### config.mk
export PLATFORM = sky130hd
export DESIGN_NAME = dtc_act_top
export DESIGN_NICKNAME = d
export VERILOG_FILES = /design/src/rtl/dtc_act_pkg.sv /design/src/rtl/dtc_en_bank.sv /design/src/rtl/dtc_xfer_cnt.sv /design/src/rtl/dtc_act_seq.sv /design/src/rtl/dtc_act_top.sv
export SDC_FILE = /design/constraint.sdc
export NUM_CORES = 1
export LEC_CHECK = 0
export BUFFER_PORTS_ARGS = -buffer_cell sky130_fd_sc_hd__buf_4
export CORE_ASPECT_RATIO = 1.25
export CORE_MARGIN = 2
export CORE_UTILIZATION = 51
export DETAILED_ROUTE_END_ITERATION = 10
export PLACE_DENSITY_LB_ADDON = 0.25
export SLEW_MARGIN = 20
export SYNTH_ARGS = -nofsm -noshare
export SYNTH_HDL_FRONTEND = slang
export SYNTH_SLANG_ARGS = --single-unit
### constraint.sdc
create_clock -name clk -period 2.1 [get_ports clk]
set_input_delay 0.105 -clock clk [delete_from_list [all_inputs] [get_ports clk]]
set_output_delay 0.105 -clock clk [all_outputs]
set_load 0.05 [all_outputs]
### src/rtl/dtc_act_pkg.sv
package dtc_act_pkg;
  typedef enum logic [0:0] {SEQ_IDLE, SEQ_BUSY} seq_st_e;
endpackage

### src/rtl/dtc_en_bank.sv
module dtc_en_bank #(
  parameter int NREG = 7,
  parameter int RW   = 8,
  localparam int NSRC = NREG * RW,
  localparam int SELW = $clog2(NREG)
) (
  input  logic            clk,
  input  logic            rst_n,
  input  logic            standby,
  input  logic            wr_en,
  input  logic [SELW-1:0] wr_sel,
  input  logic [RW-1:0]   wr_data,
  input  logic [NSRC-1:0] hw_clr,
  input  logic [SELW-1:0] rd_sel,
  output logic [RW-1:0]   rd_data,
  output logic [NSRC-1:0] en_flat
);
  logic [RW-1:0] en_arr [NREG];

  for (genvar r = 0; r < NREG; r++) begin : g_reg
    logic [RW-1:0] en_q;
    logic [RW-1:0] nxt_w;

    // software value first, then hardware clear masks it (clear wins)
    always_comb begin
      nxt_w = en_q;
      if (wr_en && wr_sel == SELW'(r)) nxt_w = wr_data;
      nxt_w = nxt_w & ~hw_clr[r*RW +: RW];
    end

    always_ff @(posedge clk or negedge rst_n) begin
      if (!rst_n)       en_q <= '0;
      else if (standby) en_q <= '0;
      else              en_q <= nxt_w;
    end

    assign en_arr[r] = en_q;
    assign en_flat[r*RW +: RW] = en_q;
  end

  always_comb begin
    rd_data = '0;
    for (int i = 0; i < NREG; i++)
      if (rd_sel == SELW'(i)) rd_data = en_arr[i];
  end
endmodule

### src/rtl/dtc_xfer_cnt.sv
module dtc_xfer_cnt #(
  parameter int W = 16
) (
  input  logic         clk,
  input  logic         rst_n,
  input  logic         ld,
  input  logic [W-1:0] ld_val,
  input  logic         dec,
  output logic [W-1:0] cnt_q,
  output logic         last
);
  // wraps modulo 2**W, so a stored zero counts as the full range
  function automatic logic [W-1:0] f_dec(input logic [W-1:0] v);
    return v - W'(1);
  endfunction

  function automatic logic f_is_last(input logic [W-1:0] v);
    return v == W'(1);
  endfunction

  always_ff @(posedge clk or negedge rst_n) begin
    if (!rst_n)   cnt_q <= '0;
    else if (ld)  cnt_q <= ld_val;
    else if (dec) cnt_q <= f_dec(cnt_q);
  end

  assign last = f_is_last(cnt_q);
endmodule

### src/rtl/dtc_act_seq.sv
module dtc_act_seq
  import dtc_act_pkg::*;
#(
  parameter int NSRC = 56,
  localparam int SRCW = $clog2(NSRC)
) (
  input  logic            clk,
  input  logic            rst_n,
  input  logic            req_valid,
  input  logic [SRCW-1:0] req_src,
  input  logic [NSRC-1:0] en_flat,
  input  logic            xfer_done,
  input  logic            dis_sel,
  input  logic            cnt_last,
  output logic            busy,
  output logic            act_start,
  output logic [SRCW-1:0] act_src,
  output logic            cpu_req,
  output logic [SRCW-1:0] cpu_req_src,
  output logic            start_fire,
  output logic            done_fire,
  output logic [NSRC-1:0] hw_clr,
  output logic            end_irq,
  output logic [SRCW-1:0] end_src
);
  seq_st_e         st_q;
  logic [SRCW-1:0] served_q;
  logic            src_en;
  logic            clr_now;

  assign src_en      = (32'(req_src) < NSRC) ? en_flat[req_src] : 1'b0;
  assign start_fire  = req_valid && src_en && (st_q == SEQ_IDLE);
  assign cpu_req     = req_valid && !src_en;
  assign cpu_req_src = req_src;
  assign done_fire   = xfer_done && (st_q == SEQ_BUSY);
  assign clr_now     = done_fire && (dis_sel || cnt_last);

  always_comb begin
    for (int i = 0; i < NSRC; i++)
      hw_clr[i] = clr_now && (served_q == SRCW'(i));
  end

  always_ff @(posedge clk or negedge rst_n) begin
    if (!rst_n) begin
      st_q      <= SEQ_IDLE;
      served_q  <= '0;
      act_start <= 1'b0;
      end_irq   <= 1'b0;
      end_src   <= '0;
    end else begin
      act_start <= start_fire;
      end_irq   <= clr_now;
      if (clr_now) end_src <= served_q;
      if (start_fire) begin
        st_q     <= SEQ_BUSY;
        served_q <= req_src;
      end else if (done_fire) begin
        st_q <= SEQ_IDLE;
      end
    end
  end

  assign busy    = (st_q == SEQ_BUSY);
  assign act_src = served_q;
endmodule

### src/rtl/dtc_act_top.sv
module dtc_act_top #(
  parameter int NREG  = 7,
  parameter int RW    = 8,
  parameter int CNT_W = 16,
  localparam int NSRC = NREG * RW,
  localparam int SRCW = $clog2(NSRC),
  localparam int SELW = $clog2(NREG)
) (
  input  logic             clk,
  input  logic             rst_n,
  input  logic             standby,
  input  logic             wr_en,
  input  logic [SELW-1:0]  wr_sel,
  input  logic [RW-1:0]    wr_data,
  input  logic [SELW-1:0]  rd_sel,
  output logic [RW-1:0]    rd_data,
  input  logic             cnt_ld,
  input  logic [CNT_W-1:0] cnt_ld_val,
  output logic [CNT_W-1:0] cnt_q,
  input  logic             req_valid,
  input  logic [SRCW-1:0]  req_src,
  output logic             act_start,
  output logic [SRCW-1:0]  act_src,
  output logic             busy,
  input  logic             xfer_done,
  input  logic             dis_sel,
  output logic             cpu_req,
  output logic [SRCW-1:0]  cpu_req_src,
  output logic             end_irq,
  output logic [SRCW-1:0]  end_src
);
  logic [NSRC-1:0] en_flat;
  logic [NSRC-1:0] hw_clr;
  logic            start_fire;
  logic            done_fire;
  logic            cnt_last;

  dtc_en_bank #(.NREG(NREG), .RW(RW)) bank_i (
    .clk(clk), .rst_n(rst_n), .standby(standby),
    .wr_en(wr_en), .wr_sel(wr_sel), .wr_data(wr_data),
    .hw_clr(hw_clr), .rd_sel(rd_sel), .rd_data(rd_data),
    .en_flat(en_flat)
  );

  dtc_xfer_cnt #(.W(CNT_W)) cnt_i (
    .clk(clk), .rst_n(rst_n), .ld(cnt_ld), .ld_val(cnt_ld_val),
    .dec(done_fire), .cnt_q(cnt_q), .last(cnt_last)
  );

  dtc_act_seq #(.NSRC(NSRC)) seq_i (
    .clk(clk), .rst_n(rst_n), .req_valid(req_valid), .req_src(req_src),
    .en_flat(en_flat), .xfer_done(xfer_done), .dis_sel(dis_sel),
    .cnt_last(cnt_last), .busy(busy), .act_start(act_start),
    .act_src(act_src), .cpu_req(cpu_req), .cpu_req_src(cpu_req_src),
    .start_fire(start_fire), .done_fire(done_fire), .hw_clr(hw_clr),
    .end_irq(end_irq), .end_src(end_src)
  );
endmodule

==> key figures <==
Run status
  • Status: finished, violations left
  • Failing checks: setup timing

Worst setup path
  • Crit path DAT: 2.20 ns
  • Crit path launch type: flip-flop
  • CP required: 2.00 ns
  • CP endpoint kind: primary output
  • Critical path type: reg -> out
  • CP max FO: 3

STA
  • RSZ-0062 raised after global routing: true
  • Pin slew with the least headroom to its limit: 1.09 ns
  • Final Hold Vio Count: 0
  • Post-route setup slack: -0.207 ns
  • Slew Limit Fails: 0
  • Setup Skew: 0.00525 ns
  • WHS: 0.0120 ns
  • Highest Clock Rate: 434 MHz
  • Minimum clock period: 2.31 ns
  • Setup-failing EPs final: 11
  • Slew headroom: 27.5%
  • Period utilisation layout: 110%

Clock tree
  • Bufs on Longest Clock Path: 2
  • CTS sink cnt: 87
  • Clock Tree Root: clkbuf_16
  • Num CTS Buffers: 9
  • TritonCTS clock tree: done
  • H-tree depth: 3
  • Skew-Pair Late Insertion Delay: 0.34 ns
  • CTS clk-pin slew, worst paths: 0.06 ns

Power
  • P_leak: 0.00335 uW
  • Power per cell area: 771 mW/mm^2
  • Peak VDD IR: 0.551 mV

Place
  • DP Cell Count: 758
  • Buffers on Ports: 89
  • Placed Area: 0.00668 sq mm
  • Post-DP HPWL: 12800 microns
  • Place WS: -0.179 ns
  • GP Congestion: 0.954

Cells and area
  • Post-layout util: 72.6%
  • Final Instance Count excl. Fillers: 795
  • P&R area growth vs syn: 38.9%
  • Final Instance Area: 0.00734 sq mm
  • Multi-input gate area: 0.00304 sq mm
  • Nets: 707
  • Ant. Diodes: 0
  • Fillers: 753
  • Fraction of layout instances using a drive strength above 1: 40.8%
  • Register area: 0.00219 sq mm

Detailed routing
  • Top Layer Used: met4
  • Initial DRC count: 342
  • Via density: 6.14
  • Routed WL: 18200 microns
  • Metal-1 WL: 6890 microns
  • Vias: 4878
  • WL met3: 1280 microns
  • Final ANT Viol Nets: 0
  • Router iterations before antenna repair: 5
  • Drt wl/cell: 22.9 microns
  • Residual DRC count: 0
  • Met2 WL: 9000 microns

Logic synthesis
  • FFs w/ async S/R, synth: 100%
  • Mapped cell area: 0.00528 sq mm
  • Yosys cell types: 52
  • FF+latch count, synth: 87
  • Synth warnings: 0
  • Post-synth EDFFs: 0
  • Post-synthesis average cell area: 10.7 sq um
  • Post-Syn Nets: 539
  • Main synth FF type: dfrtp_1
  • Synth Instances: 493
  • Sequential fraction of the synthesis area: 41.2%

Floorplanning
  • Core Rows: 41
  • Core ar.: 0.0101 sq mm
  • Die Ht: 118 microns
  • I/O pin cnt: 90
  • Initial core utilization: 52.3%
  • Die width: 95.0 microns
  • Die outline area: 0.0112 sq mm

GRT
  • Total track usage: 33.5%
  • Vias in the first global route: 5040
  • First-pass GRT wire length: 28000 microns
  • Initial antenna violation count: 0
  • GRT overflow: 0
  • Largest net degree at the start of global routing: 57

Min path
  • HP Class: in -> reg

Flow run
  • Maxcap violations: 0
flip-flops by register name, indices dropped and copies added, names as in the netlist:
| name | count |
|---|---|
| cnt_i.cnt_q | 16 |
| seq_i.act_start | 1 |
| seq_i.busy | 1 |
| seq_i.end_src | 6 |
| seq_i.end_irq | 1 |
| seq_i.act_src | 6 |
| bank_i.g.en_q | 56 |
cell usage in the layout (no fill, tap or decap), types with 9 or more instances in the layout:
| cell | count |
|---|---|
| a211oi_1 | 24 |
| a211oi_2 | 10 |
| a21oi_1 | 10 |
| a311oi_1 | 24 |
| buf_4 | 172 |
| buf_6 | 11 |
| clkbuf_16 | 10 |
| dfrtp_1 | 77 |
| dfrtp_2 | 10 |
| dlygate4sd3_1 | 16 |
| mux2_2 | 9 |
| mux2i_1 | 89 |
| nand2_1 | 36 |
| nor2_1 | 13 |
| o21ai_0 | 22 |
| xnor2_1 | 10 |
path summary, 6_finish.rpt:
path	slack (ns)	endpoint	cells after the start	startpoint
min in group asynchronous	0.37	bank_i.g_reg[0].en_q[1]$_DFF_PN0_	2	rst_n
max in group asynchronous	1.08	bank_i.g_reg[1].en_q[6]$_DFF_PN0_	3	rst_n
worst min register to register	0.51	seq_i.end_src[0]$_DFFE_PN0P_	1	seq_i.end_src[0]$_DFFE_PN0P_
worst min-delay path	0.01	cnt_i.cnt_q[8]$_DFFE_PN0P_	3	cnt_ld_val[8]
worst max register to register	-0.14	seq_i.act_src[3]$_DFFE_PN0P_	7	bank_i.g_reg[5].en_q[0]$_DFF_PN0_
worst max-delay path	-0.21	cpu_req	7	bank_i.g_reg[2].en_q[2]$_DFF_PN0_
Yosys cell counts (all sizes together), types with 10 or more instances:
master,number,area (sq um)
xnor2,10,87.6
nor2,17,66.3
nand2,36,135
a21oi,10,50.1
a211oi,34,255
dfrtp,87,2180
mux2i,89,891
nor3,14,80.1
o21ai,23,115
buf,15,125
mux2,14,176
nor2b,10,62.6
clkbuf,28,115
a311oi,24,210
final cells by class:
type / count / share of cell area [%]
Clock buffer: 13 / 3.55
Clock inverter: 3 / 0.239
Inverter: 7 / 0.358
Multi-Input combinational cell: 354 / 41.5
Sequential cell: 87 / 29.8
Tap cell: 129 / 2.20
Timing Repair Buffer: 202 / 22.4
metal layers:
layer	vias up	track usage, %
met5	-	0
met4	0	20.2
met3	57	5.57
met2	266	54.9
met1	2374	40.5
li1	2181	-
logic make-up after synthesis:
logic type	after synthesis	share of synthesized area, %
buffers and inverters	52	5.47
AOI/OAI and AO/OA	112	15.2
xor gates and xnor gates	15	2.49
adders and majority gates	2	0.474
and+or+nand+nor	114	11.6
muxes	111	23.6
DFF	87	41.2
report_power, final:
group / switching [uW] / internal (uW)
Sequential: 158 / 1840
Combinational: 1410 / 728
Clock: 664 / 864
Total: 2230 / 3430
worst max-delay path, cell delays in order (launching register included):
cell and delay (ns):
dfrtp_1 0.42, mux2i_1 0.11, a22oi_1 0.17, a21oi_1 0.09, or4_4 0.57, buf_6 0.14
o211a_1 0.21, buf_6 0.15
stage by stage:
step / power, uW / setup TNS [ns]
final: 5660 / -0.940
after global routing: 5840 / -2.16
after CTS: 5570 / -0.673
after detailed placement: 4020 / -1.64
after global placement: 3990 / -1.25
after floorplan: 3250 / -0.150
what timing repair did:
item	in CTS	in global routing
endpoints found under the hold margin	68	0
setup endpoints to repair	26	69
gates cloned	0	1
setup buffers	0	4
gates resized for setup	7	29
hold buffers	16	0
pin swaps	5	8
No activity file was read; power rests on OpenSTA's default activity.
